`src/rtl/clkdiv_pkg.sv`:
```
package clkdiv_pkg;
  localparam int unsigned REG_W   = 32;
  localparam int unsigned FLD_TOP = 16;

  function automatic int unsigned fld_shift(input int unsigned idx,
                                            input int unsigned fw);
    return idx * fw;
  endfunction

  function automatic int unsigned wen_bit(input int unsigned idx,
                                          input int unsigned fw);
    return idx * fw + FLD_TOP;
  endfunction
endpackage

```
`src/rtl/clkdiv_rst_sync.sv`:
```
module clkdiv_rst_sync (
  input  logic clk,
  input  logic rst_n,
  output logic rst_n_sync
);
  logic s1_q;
  logic s2_q;

  always_ff @(posedge clk or negedge rst_n) begin
    if (!rst_n) begin
      s1_q <= 1'b0;
      s2_q <= 1'b0;
    end else begin
      s1_q <= 1'b1;
      s2_q <= s1_q;
    end
  end

  assign rst_n_sync = s2_q;
endmodule

```
`src/rtl/clkdiv_field_reg.sv`:
```
module clkdiv_field_reg #(
  parameter int unsigned FIELD_W = 4,
  parameter int unsigned RST_DIV = 3
) (
  input  logic               clk,
  input  logic               rst_n,
  input  logic               wr_hit,
  input  logic [FIELD_W-1:0] wr_val,
  input  logic               apply,
  output logic [FIELD_W-1:0] fld_q,
  output logic               busy_q
);
  logic [FIELD_W-1:0] fld_d;
  logic               busy_d;
  logic               fld_en;

  assign fld_en = wr_hit;

  always_comb begin
    fld_d  = fld_q;
    busy_d = busy_q;
    if (fld_en) begin
      fld_d = wr_val;
    end
    if (wr_hit) begin
      busy_d = 1'b1;
    end else if (apply) begin
      busy_d = 1'b0;
    end
  end

  always_ff @(posedge clk or negedge rst_n) begin
    if (!rst_n) begin
      fld_q <= FIELD_W'(RST_DIV);
    end else if (fld_en) begin
      fld_q <= fld_d;
    end
  end

  always_ff @(posedge clk or negedge rst_n) begin
    if (!rst_n) begin
      busy_q <= 1'b0;
    end else begin
      busy_q <= busy_d;
    end
  end

  AST_BUSY_ON_WRITE: assert property (@(posedge clk) disable iff (!rst_n)
    wr_hit |=> busy_q);
  AST_BUSY_DROP: assert property (@(posedge clk) disable iff (!rst_n)
    (apply && !wr_hit) |=> !busy_q);
  AST_FIELD_HOLD: assert property (@(posedge clk) disable iff (!rst_n)
    !wr_hit |=> $stable(fld_q));
endmodule

```
`src/rtl/clkdiv_counter.sv`:
```
module clkdiv_counter #(
  parameter int unsigned FIELD_W = 4,
  parameter int unsigned RST_DIV = 3
) (
  input  logic               clk,
  input  logic               rst_n,
  input  logic               load,
  input  logic [FIELD_W-1:0] load_val,
  output logic [FIELD_W-1:0] cur_o,
  output logic               tick_o
);
  logic [FIELD_W-1:0] cnt_q;
  logic [FIELD_W-1:0] cnt_d;
  logic [FIELD_W-1:0] cur_q;
  logic [FIELD_W-1:0] cur_d;
  logic               tick;

  assign tick = (cnt_q == cur_q);

  always_comb begin
    cnt_d = tick ? '0 : cnt_q + FIELD_W'(1);
    cur_d = load ? load_val : cur_q;
  end

  always_ff @(posedge clk or negedge rst_n) begin
    if (!rst_n) begin
      cnt_q <= '0;
    end else begin
      cnt_q <= cnt_d;
    end
  end

  always_ff @(posedge clk or negedge rst_n) begin
    if (!rst_n) begin
      cur_q <= FIELD_W'(RST_DIV);
    end else if (load) begin
      cur_q <= cur_d;
    end
  end

  assign cur_o  = cur_q;
  assign tick_o = tick;

  AST_CNT_IN_RANGE: assert property (@(posedge clk) disable iff (!rst_n)
    cnt_q <= cur_q);
  AST_PULSE_RESTART: assert property (@(posedge clk) disable iff (!rst_n)
    (tick && cur_q != '0 && !load) |=> !tick);
endmodule

```
`src/rtl/clkdiv_readmux.sv`:
```
module clkdiv_readmux
  import clkdiv_pkg::*;
#(
  parameter int unsigned NUM_DIV   = 3,
  parameter int unsigned FIELD_W   = 4,
  parameter int unsigned MON_BASE  = 2,
  parameter int unsigned ADDR_W    = 12,
  parameter logic [ADDR_W-1:0] CTRL_ADDR = 'h240,
  parameter logic [ADDR_W-1:0] STAT_ADDR = 'h700
) (
  input  logic [ADDR_W-1:0]          addr,
  input  logic [NUM_DIV*FIELD_W-1:0] fld_flat,
  input  logic [NUM_DIV-1:0]         busy,
  output logic [REG_W-1:0]           rdata
);
  logic [REG_W-1:0] ctrl_word;
  logic [REG_W-1:0] stat_word;

  always_comb begin
    ctrl_word = '0;
    stat_word = '0;
    for (int unsigned i = 0; i < NUM_DIV; i++) begin
      ctrl_word[fld_shift(i, FIELD_W) +: FIELD_W] = fld_flat[i*FIELD_W +: FIELD_W];
      stat_word[MON_BASE + i] = busy[i];
    end
  end

  always_comb begin
    if (addr == CTRL_ADDR) begin
      rdata = ctrl_word;
    end else if (addr == STAT_ADDR) begin
      rdata = stat_word;
    end else begin
      rdata = '0;
    end
  end
endmodule

```
`src/rtl/clkdiv_bank.sv`:
```
module clkdiv_bank
  import clkdiv_pkg::*;
#(
  parameter int unsigned NUM_DIV   = 3,
  parameter int unsigned FIELD_W   = 4,
  parameter int unsigned MON_BASE  = 2,
  parameter int unsigned RST_DIV   = 3,
  parameter int unsigned ADDR_W    = 12,
  parameter logic [ADDR_W-1:0] CTRL_ADDR = 'h240,
  parameter logic [ADDR_W-1:0] STAT_ADDR = 'h700
) (
  input  logic              clk,
  input  logic              rst_n,
  input  logic              reg_wr,
  input  logic [ADDR_W-1:0] reg_addr,
  input  logic [31:0]       reg_wdata,
  output logic [31:0]       reg_rdata,
  output logic [NUM_DIV-1:0] clk_en
);
  localparam int unsigned FLD_BITS = NUM_DIV * FIELD_W;

  if (FLD_BITS > FLD_TOP) begin : g_cfg_bad_fields
    $error("divider fields exceed the lower sixteen bits");
  end
  if (MON_BASE + NUM_DIV > REG_W) begin : g_cfg_bad_mon
    $error("busy bits exceed the status word");
  end

  logic                rst_n_int;
  logic                ctrl_sel;
  logic [NUM_DIV-1:0]  wr_hit;
  logic [NUM_DIV-1:0]  busy;
  logic [NUM_DIV-1:0]  tick;
  logic [NUM_DIV-1:0]  apply;
  logic [FLD_BITS-1:0] fld_flat;
  logic [FLD_BITS-1:0] cur_flat;
  logic                unused_wdata;

  assign unused_wdata = ^reg_wdata;

  clkdiv_rst_sync u_rst_sync (
    .clk        (clk),
    .rst_n      (rst_n),
    .rst_n_sync (rst_n_int)
  );

  assign ctrl_sel = reg_wr && (reg_addr == CTRL_ADDR);

  for (genvar i = 0; i < NUM_DIV; i++) begin : g_div
    localparam int unsigned SH = fld_shift(i, FIELD_W);
    localparam int unsigned WE = wen_bit(i, FIELD_W);

    assign wr_hit[i] = ctrl_sel && reg_wdata[WE];
    assign apply[i]  = busy[i] && tick[i];

    clkdiv_field_reg #(
      .FIELD_W (FIELD_W),
      .RST_DIV (RST_DIV)
    ) u_fld (
      .clk    (clk),
      .rst_n  (rst_n_int),
      .wr_hit (wr_hit[i]),
      .wr_val (reg_wdata[SH +: FIELD_W]),
      .apply  (apply[i]),
      .fld_q  (fld_flat[i*FIELD_W +: FIELD_W]),
      .busy_q (busy[i])
    );

    clkdiv_counter #(
      .FIELD_W (FIELD_W),
      .RST_DIV (RST_DIV)
    ) u_cnt (
      .clk      (clk),
      .rst_n    (rst_n_int),
      .load     (apply[i]),
      .load_val (fld_flat[i*FIELD_W +: FIELD_W]),
      .cur_o    (cur_flat[i*FIELD_W +: FIELD_W]),
      .tick_o   (tick[i])
    );

    AST_RATIO_MIDPERIOD_STABLE: assert property (@(posedge clk) disable iff (!rst_n_int)
      !tick[i] |=> $stable(cur_flat[i*FIELD_W +: FIELD_W]));
    AST_APPLY_LATCHED: assert property (@(posedge clk) disable iff (!rst_n_int)
      (busy[i] && tick[i]) |=> (cur_flat[i*FIELD_W +: FIELD_W] ==
                                $past(fld_flat[i*FIELD_W +: FIELD_W])));
    AST_IDLE_MATCH: assert property (@(posedge clk) disable iff (!rst_n_int)
      (!busy[i] && !wr_hit[i]) |=> (cur_flat[i*FIELD_W +: FIELD_W] ==
                                   fld_flat[i*FIELD_W +: FIELD_W]));
  end

  assign clk_en = tick;

  clkdiv_readmux #(
    .NUM_DIV   (NUM_DIV),
    .FIELD_W   (FIELD_W),
    .MON_BASE  (MON_BASE),
    .ADDR_W    (ADDR_W),
    .CTRL_ADDR (CTRL_ADDR),
    .STAT_ADDR (STAT_ADDR)
  ) u_rd (
    .addr     (reg_addr),
    .fld_flat (fld_flat),
    .busy     (busy),
    .rdata    (reg_rdata)
  );
endmodule

```
`config.mk`:
```
export PLATFORM = sky130hd
export DESIGN_NAME = clkdiv_bank
export DESIGN_NICKNAME = d
export VERILOG_FILES = /design/src/rtl/clkdiv_pkg.sv /design/src/rtl/clkdiv_rst_sync.sv /design/src/rtl/clkdiv_field_reg.sv /design/src/rtl/clkdiv_counter.sv /design/src/rtl/clkdiv_readmux.sv /design/src/rtl/clkdiv_bank.sv
export SDC_FILE = /design/constraint.sdc
export NUM_CORES = 1
export LEC_CHECK = 0
export BUFFER_PORTS_ARGS = -buffer_cell sky130_fd_sc_hd__buf_2
export CAP_MARGIN = 20
export CORE_MARGIN = 2
export CORE_UTILIZATION = 25
export CTS_CLUSTER_SIZE = 16
export DETAILED_ROUTE_END_ITERATION = 16
export GPL_TIMING_DRIVEN = 0
export PLACE_DENSITY = 0.54
export SYNTH_ARGS = -nofsm -noshare
export SYNTH_HDL_FRONTEND = slang
export SYNTH_SLANG_ARGS = --single-unit
```
`constraint.sdc`:
```
create_clock -name clk -period 2.6 [get_ports clk]
set_input_delay 0.52 -clock clk [delete_from_list [all_inputs] [get_ports clk]]
set_output_delay 0.52 -clock clk [all_outputs]
set_load 0.05 [all_outputs]
```
==> results of run 1 <==
## area by class of cell
cell class	count	area, um2
fill	849	5465
sequential	41	1042
multi-input combinational	112	957.2
timing repair buffer	46	267.8
buffer	27	217.7
tap	105	131.4
clock buffer	6	72.57
inverter	3	11.26
clock inverter	2	10.01
## logic make-up (layout without fill, tap and decap cells)
group	after synthesis	count (layout)	synth area share, %
other	2	21	0.3571
multiplexers	24	24	14.99
buffers and inverters	30	84	10.53
AND/OR/NAND/NOR	40	40	12.91
adder cells (fa/ha/maj)	3	3	1.785
AO/OA/AOI/OAI	6	6	2.439
flip-flops	41	41	49.49
XOR/XNOR	18	18	7.496
## report_power, final
| group | total, mW | switching, mW | leakage (nW) | internal, mW |
|---|---|---|---|---|
| registers | 0.655 | 0.0133 | 0.523 | 0.641 |
| logic | 0.133 | 0.0866 | 0.859 | 0.0460 |
| clock network | 0.405 | 0.219 | 0.0450 | 0.186 |
## sequential cells by signal, indices dropped and copies added (netlist names)
register	flops
g_div.u_fld.fld_q	12
u_rst_sync.s1_q	1
g_div.u_cnt.cnt_q	12
g_div.u_fld.busy_q	3
u_rst_sync.rst_n_sync	1
g_div.u_cnt.cur_o	12
## per-stage QoR
| step | cells | util [%] | hold WS, ns |
|---|---|---|---|
| 6_report | 342 | 33.15 | 0.3556 |
| 5_1_grt | 342 | 33.15 | 0.3710 |
| 4_1_cts | 342 | 32.83 | 0.3587 |
| 3_5_place_dp | 332 | 31.07 | 0.3063 |
| 3_3_place_gp | 332 | 31.05 | 0.3077 |
| 2_1_floorplan | 183 | - | 0.2244 |
## layer usage
layer  up-vias  global-route usage [%]
met2        51                   13.29
met1       615                   12.25
met5         -                       0
met3         7                   2.976
met4         0                   4.286
li1        643                       -
## synthesized netlist by cell type (all sizes together)
master | count | area, um2
dfrtp | 29 | 725.7
buf | 26 | 206.5
mux2 | 24 | 315.3
xor2 | 15 | 131.4
dfstp | 12 | 315.3
and2 | 9 | 56.30
nor2 | 9 | 33.78
nor4 | 5 | 73.82
a22o | 3 | 28.78
and3 | 3 | 18.77
ha | 3 | 37.54
inv | 3 | 11.26
nand2 | 3 | 11.26
nand3 | 3 | 15.01
nor2b | 3 | 18.77
o21bai | 3 | 22.52
xnor2 | 3 | 26.28
conb | 2 | 7.510
clkbuf | 1 | 3.750
nand3b | 1 | 7.510
or2b | 1 | 8.760
or3 | 1 | 7.510
or3b | 1 | 8.760
or4 | 1 | 11.26
## worst register-to-register path, cell delays in order (launching register included)
cell and delay, ns:
dfstp_2 0.54, xor2_1 0.10, nor4_4 0.50, nand2_1 0.23, mux2_2 0.31
## repair_timing
item | CTS | global route
cloned | 0 | 0
pin swaps | 1 | 0
endpoints found under the setup margin | 12 | 14
setup buffers | 1 | 0
gates resized for setup | 14 | 7
endpoints found under the hold margin | 2 | 0
hold buffers | 1 | 0
## path summary, 6_finish.rpt
check                                         from                 endpoint  depth (start not counted)
min reg2reg                        u_rst_sync.s1_q    u_rst_sync.rst_n_sync                          0
max in group asynchronous    u_rst_sync.rst_n_sync  g_div[2].u_cnt.cur_o[2]                          0
max reg2reg                g_div[2].u_cnt.cur_o[1]  g_div[2].u_cnt.cur_o[2]                          4
max                                    reg_addr[1]             reg_rdata[2]                          6
min in group asynchronous    u_rst_sync.rst_n_sync  g_div[2].u_fld.fld_q[2]                          0
min                                u_rst_sync.s1_q    u_rst_sync.rst_n_sync                          0
==> reports/metrics.cfg, run 1 <==
[timing]
rsz0062_at_grt=yes
finalHoldViolCount=0
fin_setup_tns_ns=0
setup_ws_ns=0.08629
finalSetupViolCount=0
max_freq_ghz=0.3978
maxSlewViolCount=0
post-route-period-util_pct=96.68
worst_pin_slew_ns=0.8377
final.setup_skew_ns=0.007102
period_minus_slack_ns=2.514
slew_headroom_pct=44.15

[final_layout]
final_common_cell=buf_4
num_antenna_cells=0
final_cell_mix=buf_4, buf_2, dfrtp_1, conb_1, xor2_1
area_delta_synth_final_pct=28.85
nets=286
fin_area_um2=2710
layout-drive-gt1-share_pct=57.81

[grt]
antenna_found_initial=0
grt_start_max_net_pins=40
track_usage_pct=9.133
grt_pass1_wl_um=6216
grt_pass1_vias=1280
grt.overflow.total=0

[route]
wl_met1_um=1724
wl_met2_um=1765
vias_per_cell=3.848
firstDrtPassIters=3
first_iter_violations=35
vias=1316
wl_um=3858
highest_layer=met4
wl_per_cell_um=11.28
drtAntennaViolNets=0
drc_errors=0
wl_met3_um=297

[worst_setup_path]
regToRegSetupSlack_ns=0.81
criticalPathCategory=in2out
path_cells=buf_2, or3_2, nor4_4, buf_4, a22o_2, clkbuf_4
critPathCaptureType=output port
critPathBufInv=3
critPathMaxFanout=5
worstPathArrival_ns=1.99
cp_top_family=simple AND/OR/NAND/NOR gates
worstSetupStartpointType=input port
crit_required_ns=2.08
cp_slowest_cell=or3_2
worst_path_largest_cell_delay_ns=0.53

[pwr]
power_density_nw_per_um2=439.9
ir_worst_vdd_uv=150.4
p_leak_nw=1.427
power_mw=1.192

[floorplan]
die_w_um=95.72
start_util_pct=25.73
row_count=33
io_pins=82
core-area_um2=8175
dieArea_um2=9162
die_h_um=95.72

[logic_synthesis]
ys_seq_area_share_pct=49.49
synth_seq_cells=41
syn_area_um2=2103
syn_area_per_cell_um2=12.82
synth_cell_types=29
netlist_instances=164
ys_warn_count=0

[clock_tree]
cts_tree=built
cts_buffers=5
ctsHtreeMaxLevel=2
cts_root_buf=clkbuf_8
cts.clk_slew.worst_paths_ns=0.07
clk_latency_ns=0.30
cts.sinks=41
clock_path_buffers=2

[worst_hold_path]
hold_path_class=reg2reg

[place]
portBuffers=44
dp_hpwl_um=2912
gp_congestion=0.7272
dpl_cell_area_um2=2540
dp_worst_setup_slack_ns=-0.4752

[outcome]
outcome=complete, no violations

[flow_run]
drv_cap=0

Note: power is estimated with default switching activity, not from simulation.
==> run 2, diff against run 1 <==
--- a/config.mk
+++ b/config.mk
@@ -5,6 +5,7 @@
 export SDC_FILE = /design/constraint.sdc
 export NUM_CORES = 1
 export LEC_CHECK = 0
+export ABC_AREA = 1
 export BUFFER_PORTS_ARGS = -buffer_cell sky130_fd_sc_hd__buf_2
 export CAP_MARGIN = 20
 export CORE_MARGIN = 2
@@ -12,7 +13,7 @@
 export CTS_CLUSTER_SIZE = 16
 export DETAILED_ROUTE_END_ITERATION = 16
 export GPL_TIMING_DRIVEN = 0
-export PLACE_DENSITY = 0.54
+export PLACE_DENSITY = 0.53
 export SYNTH_ARGS = -nofsm -noshare
 export SYNTH_HDL_FRONTEND = slang
 export SYNTH_SLANG_ARGS = --single-unit
==> run 2 against run 1 <==
  * Global-route usage grew 0.73 points
  * Register-to-register slack gained 0.40 ns
  * Final cell count grew 29%
  * Wire length grew 18%
  * Sequential cell count is the same
  * Critical path type is now reg2out
  * Highest routed layer unchanged
==> reports/metrics.cfg, run 2 <==
[timing]
maxSlewViolCount=0  ; unchanged
final.setup_skew_ns=0.007408  ; +0.0003061 ns
worst_pin_slew_ns=0.8371  ; -0.0005736 ns
period_minus_slack_ns=2.397  ; -0.1172 ns
slew_headroom_pct=44.19  ; about the same
finalSetupViolCount=0  ; unchanged
finalHoldViolCount=0  ; unchanged
rsz0062_at_grt=no
max_freq_ghz=0.4173  ; +4.9%
fin_setup_tns_ns=0  ; unchanged
post-route-period-util_pct=92.17  ; -4.5 points

[final_layout]
final_common_cell=nand2_1
final_cell_mix=nand2_1, buf_2, nor2_1, dfrtp_1, nand4_1
nets=383  ; +34%
num_antenna_cells=0  ; unchanged
layout-drive-gt1-share_pct=29.34  ; -28 points
fin_area_um2=2719  ; +0.32%
area_delta_synth_final_pct=24.10

[logic_synthesis]
ys.flop_type=dfrtp_1
synth_cell_types=20  ; -31%
synth_seq_cells=41  ; unchanged
synth_edf_count=0  ; unchanged
syn_area_um2=2191  ; +4.2%
yosys-top-cells-count=nand2_1, nor2_1, dfrtp_1
async_flop_share_pct=100.0  ; unchanged
yosysMostFrequentCell=nand2_1
yosys.area.top_type_share_pct=33.12  ; -1.4 points
syn_area_per_cell_um2=8.362  ; -35%
ys_warn_count=0  ; unchanged
synth_area_leader_cell=dfrtp_1
netlist_top_cells_area=dfrtp_1, dfstp_2, nand2_1
netlist_instances=262  ; +60%
ys_seq_area_share_pct=47.52  ; -2.0 points

[worst_setup_path]
worstSetupStartpointType=register
reg2reg_from=g_div[1].u_cnt.cur_o[1]
cp-startpoint=g_div[0].u_cnt.cnt_q[0]
rr_endpoint=g_div[1].u_cnt.cur_o[3]
regToRegSetupSlack_ns=1.21  ; +0.40 ns
critPathCaptureType=output port
worstPathArrival_ns=1.88  ; -0.11 ns
rr_worst_depth=5  ; +1
critPathMaxFanout=6  ; +1
crit_required_ns=2.08  ; about the same
crit_end=clk_en[0]
criticalPathCategory=reg2out

[route]
firstDrtPassIters=4  ; +1
drtAntennaViolNets=0  ; unchanged
wl_um=4547  ; +18%
first_iter_violations=90  ; +160%
vias=1753  ; +33%
wl_per_cell_um=10.29  ; -8.8%
drc_errors=0  ; unchanged
vias_per_cell=3.966  ; +3.1%

[place]
gp_congestion=0.7488  ; +3.0%
portBuffers=44  ; unchanged
dp_hpwl_um=3588  ; +23%
dpl_cell_area_um2=2619  ; +3.1%

[clock_tree]
cts.clk_slew.worst_paths_ns=0.08  ; about the same
cts.sinks=41  ; unchanged
ctsHtreeMaxLevel=2  ; unchanged
cts_buffers=5  ; unchanged
clock_path_buffers=2  ; unchanged
cts_resized=0  ; -14
clk_latency_ns=0.29  ; about the same
cts_tree=built
cts_root_buf=clkbuf_8

[pwr]
pwr-share-clk_pct=35.0  ; +1.0 points
p_leak_nw=1.506  ; +5.5%
power.net_switching_mw=0.3066  ; -3.7%
p_seq_share_pct=54.1  ; -0.8 points
p_int_mw=0.8990  ; +2.9%
power_density_nw_per_um2=443.4  ; +0.81%
ir_worst_vdd_uv=206.9  ; +38%
sw_frac_of_total_pct=25.43  ; -1.3 points
combinationalPowerShare_pct=10.9  ; -0.2 points

[floorplan]
die_w_um=97.62  ; +2.0%
die_h_um=97.62  ; +2.0%
core-area_um2=8593  ; +5.1%
io_pins=82  ; unchanged
row_count=34  ; +3.0%
dieArea_um2=9529  ; +4.0%
start_util_pct=25.50  ; -0.23 points

[grt]
grt_pass1_wl_um=7679  ; +24%
grt_pass1_vias=1648  ; +29%
track_usage_pct=9.859  ; +0.73 points
grt.overflow.total=0  ; unchanged
grt_start_max_net_pins=40  ; unchanged
antenna_found_initial=0  ; unchanged

[worst_hold_path]
hold_path_class=reg2reg

[flow_run]
drv_cap=0  ; unchanged

[outcome]
outcome=complete, no violations

## run 2: cell types whose count changed after synthesis, moves of 4 or more
| cell | change |
|---|---|
| mux2_2 | -12 |
| nand4_1 | +27 |
| nor2_1 | +23 |
| mux2_4 | -12 |
| inv_2 | +4 |
| inv_1 | +21 |
| nand3_1 | +5 |
| and2_1 | -9 |
| nand2_1 | +68 |
## run 2: metrics by stage
stage               worst slack (ns)  utilization (%)  hold WS [ns]  power, mW  cells
detailed placement            0.3517            30.47        0.3082     0.7952    433
CTS                           0.1916            31.64        0.3574      1.223    442
global route                 0.04432            31.64        0.3601      1.256    442
floorplan                     0.3600                -        0.2244     0.7606    281
finish                        0.2035            31.64        0.3544      1.206    442
global placement              0.3395            30.46        0.3070     0.7941    433
## run 2: logic make-up after synthesis
| group | synth area share [%] |
|---|---|
| AND/OR/NAND/NOR | 29.81 |
| buffers and inverters | 13.42 |
| flip-flops | 47.52 |
| XOR/XNOR | 7.196 |
| adder cells (fa/ha/maj) | 1.713 |
| other | 0.3428 |
## run 2: area by class of cell
| cell class | instances | area [um2] |
|---|---|---|
| Clock buffer | 8 | 90.09 |
| Inverter | 28 | 105.1 |
| Fill cell | 945 | 5874 |
| Buffer | 25 | 188.9 |
| Timing Repair Buffer | 45 | 230.2 |
| Tap cell | 108 | 135.1 |
| Multi-Input combinational cell | 187 | 927.1 |
| Sequential cell | 41 | 1042 |
## run 2: repair_timing
action / in CTS / in global routing
hold buffers: 1 / 0
endpoints found under the hold margin: 2 / 0
setup buffers: 0 / 0
## run 2: power by group through the flow
stage	combinational (mW)	clock (mW)	sequential [mW]
2_1_floorplan	0.0995	0	0.661
3_3_place_gp	0.129	0	0.665
3_5_place_dp	0.130	0	0.665
4_1_cts	0.131	0.438	0.653
5_1_grt	0.140	0.461	0.655
6_report	0.132	0.422	0.652
## run 2: worst min-delay path by stage
stage | cells after the start | startpoint | slack [ns] | end
finish | 0 | u_rst_sync.s1_q | 0.35 | u_rst_sync.rst_n_sync
global route | 0 | u_rst_sync.s1_q | 0.36 | u_rst_sync.rst_n_sync
CTS | 0 | u_rst_sync.s1_q | 0.36 | u_rst_sync.rst_n_sync
detailed placement | 1 | rst_n | 0.31 | u_rst_sync.s1_q
global placement | 1 | rst_n | 0.31 | u_rst_sync.rst_n_sync
floorplan | 0 | rst_n | 0.22 | u_rst_sync.rst_n_sync
## run 2: layer usage
layer | GRT usage [%] | part of all wire [%] | wire length, um
met5 | 0 | 0 | 0
met4 | 4.167 | 2.0 | 89
met3 | 2.014 | 5.1 | 230
met2 | 15.97 | 46 | 2090
met1 | 12.79 | 47 | 2138
## run 2: worst max-delay path, cell delays in order (launching register included)
cell	delay (ns)
dfrtp_1	0.43
xor2_1	0.17
nor2_1	0.34
nand2_1	0.17
inv_2	0.12
buf_4	0.11
buf_2	0.25
==> run 3, diff against run 2 <==
--- a/config.mk
+++ b/config.mk
@@ -8,12 +8,16 @@
 export ABC_AREA = 1
 export BUFFER_PORTS_ARGS = -buffer_cell sky130_fd_sc_hd__buf_2
 export CAP_MARGIN = 20
+export CELL_PAD_IN_SITES_DETAIL_PLACEMENT = 0
+export CELL_PAD_IN_SITES_GLOBAL_PLACEMENT = 2
 export CORE_MARGIN = 2
 export CORE_UTILIZATION = 25
 export CTS_CLUSTER_SIZE = 16
 export DETAILED_ROUTE_END_ITERATION = 16
 export GPL_TIMING_DRIVEN = 0
-export PLACE_DENSITY = 0.53
+export PLACE_DENSITY = 0.82
+export SKIP_CTS_REPAIR_TIMING = 1
 export SYNTH_ARGS = -nofsm -noshare
 export SYNTH_HDL_FRONTEND = slang
+export SYNTH_HIERARCHICAL = 1
 export SYNTH_SLANG_ARGS = --single-unit
==> run 3 against run 2 <==
  * Maximum frequency is 9.4% higher
  * Sequential share of layout area is 1.4 points lower
  * Hold slack better by 0.0026 ns
  * Combinational power up 140%
  * Area after synthesis rose by 3.6%
  * Non-clock buffer count is 5 lower
  * Sequential power is 7.2% higher
  * Largest cell class unchanged
  * Largest power group unchanged
==> reports/metrics.cfg, run 3 <==
[outcome]
outcome=complete, no violations

[worst_setup_path]
worstSetupStartpointType=register
critPathCaptureType=output port
crit_required_ns=2.08  ; about the same
critPathMaxFanout=5  ; -1
worstPathArrival_ns=1.67  ; -0.21 ns
criticalPathCategory=reg2out

[flow_run]
drv_cap=0  ; unchanged

[timing]
slew_headroom_pct=43.43  ; -0.76 points
period_minus_slack_ns=2.192  ; -0.2050 ns
finalSetupViolCount=0  ; unchanged
post-route-period-util_pct=84.29  ; -7.9 points
finalHoldViolCount=0  ; unchanged
setup_ws_ns=0.4084  ; +0.2050 ns
final.setup_skew_ns=0.004834  ; -0.002574 ns
max_freq_ghz=0.4563  ; +9.4%
worst_pin_slew_ns=0.8485  ; +0.01143 ns
fin_setup_tns_ns=0  ; unchanged
rsz0062_at_grt=no
maxSlewViolCount=0  ; unchanged

[route]
firstDrtPassIters=4  ; unchanged
vias_per_cell=3.817  ; -3.8%
first_iter_violations=96  ; +6.7%
wl_per_cell_um=9.344  ; -9.2%
vias=1855  ; +5.8%
wl_um=4541  ; -0.13%
drtAntennaViolNets=0  ; unchanged
drc_errors=0  ; unchanged

[logic_synthesis]
synth_seq_cells=41  ; unchanged
synth_cell_types=21  ; +5.0%
synth_edf_count=0  ; unchanged
netlist_instances=306  ; +17%
netlist_top_cells_area=dfrtp_1, nand2_1, dfstp_2
async_flop_share_pct=100.0  ; unchanged
syn_area_um2=2270  ; +3.6%
syn_area_per_cell_um2=7.417  ; -11%
synth_area_leader_cell=dfrtp_1
yosys-top-cells-count=nand2_1, inv_1, dfrtp_1
yosys.area.top_type_share_pct=31.97  ; -1.2 points
ys.flop_type=dfrtp_1
ys_warn_count=6  ; +6
yosysMostFrequentCell=nand2_1
ys_seq_area_share_pct=45.87  ; -1.7 points

[final_layout]
area_delta_synth_final_pct=24.42
final_common_cell=nand2_1
regArea_um2=1042  ; unchanged
num_antenna_cells=0  ; unchanged
layout-drive-gt1-share_pct=27.51  ; -1.8 points
fin_area_um2=2824  ; +3.9%
nets=427  ; +11%
finalNonFillerCells=486  ; +10%
final_cell_mix=nand2_1, inv_1, buf_2, dfrtp_1, conb_1
multi_input_area_um2=943.4  ; +1.8%
fill_cells=965  ; +2.1%

[floorplan]
row_count=34  ; unchanged
die_w_um=99.28  ; +1.7%
start_util_pct=25.90  ; +0.40 points
die_h_um=99.28  ; +1.7%
dieArea_um2=9857  ; +3.4%
core-area_um2=8763  ; +2.0%
io_pins=82  ; unchanged

[clock_tree]
cts_root_buf=clkbuf_8
ctsHtreeMaxLevel=2  ; unchanged
cts_buffers=5  ; unchanged
clock_path_buffers=2  ; unchanged
cts.sinks=41  ; unchanged
clk_latency_ns=0.29  ; about the same
cts.clk_slew.worst_paths_ns=0.08  ; about the same
cts_tree=built

[grt]
grt_pass1_wl_um=7866  ; +2.4%
antenna_found_initial=0  ; unchanged
grt_pass1_vias=1716  ; +4.1%
grt_start_max_net_pins=40  ; unchanged
grt.overflow.total=0  ; unchanged
track_usage_pct=9.774  ; -0.086 points

[place]
dpl_cell_area_um2=2698  ; +3.0%
dp_hpwl_um=3608  ; +0.57%
portBuffers=44  ; unchanged
gp_congestion=0.7670  ; +2.4%
dp_worst_setup_slack_ns=0.4604  ; +0.1087 ns
dpl.cell_count=477  ; +10%

[pwr]
p_leak_nw=1.470  ; -2.4%
ir_worst_vdd_uv=188.8  ; -8.7%
power_mw=1.540  ; +28%
power_density_nw_per_um2=545.2  ; +23%

[worst_hold_path]
hold_path_class=reg2reg

[run 3: final timing paths]
check / from / end / slack, ns / cells past startpoint
setup reg to reg: g_div[0].u_cnt/cur_o[1] / g_div[0].u_fld/busy_q / 1.01 / 10
hold / removal: u_rst_sync/s1_q / u_rst_sync/rst_n_sync / 0.36 / 0
hold reg to reg: u_rst_sync/s1_q / u_rst_sync/rst_n_sync / 0.36 / 0
setup / recovery: g_div[0].u_cnt/cur_o[1] / clk_en[0] / 0.41 / 6
max in group asynchronous: u_rst_sync/rst_n_sync / g_div[2].u_cnt/cur_o[2] / 1.68 / 0
min in group asynchronous: u_rst_sync/rst_n_sync / g_div[2].u_fld/fld_q[2] / 0.37 / 0
[run 3: critical path, stage by stage (launching register included)]
cell and delay [ns]:
dfstp_2 0.53, inv_1 0.05, nand2_1 0.05, nand2_1 0.06
nor2_2 0.20, and2_1 0.21, buf_2 0.28
[run 3: through the flow]
stage,util [%],hold slack (ns)
after floorplan,-,0.2244
after global placement,30.77,0.3076
after detailed placement,30.78,0.3077
after CTS,32.11,-0.009433
after global routing,32.22,0.3699
final,32.22,0.3570
[run 3: power by group]
group | internal (mW) | switching [mW] | total [mW]
registers | 0.658 | 0.0413 | 0.699
clock network | 0.313 | 0.214 | 0.527
logic | 0.0933 | 0.220 | 0.313
total | 1.06 | 0.475 | 1.54
[run 3: area by class of cell]
class / count / area share, %
Buffer: 20 / 5.317
Clock buffer: 7 / 3.057
Clock inverter: 1 / 1.063
Inverter: 55 / 7.311
Multi-Input combinational cell: 209 / 33.41
Sequential cell: 41 / 36.91
Tap cell: 108 / 4.785
Timing Repair Buffer: 45 / 8.152
[run 3: kinds of logic (layout without fill, tap and decap cells)]
kind of cell,after synthesis,in the layout,synth area share [%]
xor+xnor,3,3,1.158
flops,41,41,45.87
compound gates,24,24,5.292
buf+inv,75,128,15.71
other cells,2,21,0.3309
simple gates,158,158,29.99
fa+ha+maj,3,3,1.654
[run 3: routing by layer]
layer | wire length, um | part of all wire [%] | GRT usage (%)
met1 | 2147 | 47 | 12.90
met2 | 2072 | 46 | 15.90
met3 | 252 | 5.5 | 2.038
met4 | 68 | 1.5 | 3.477
met5 | 0 | 0 | 0
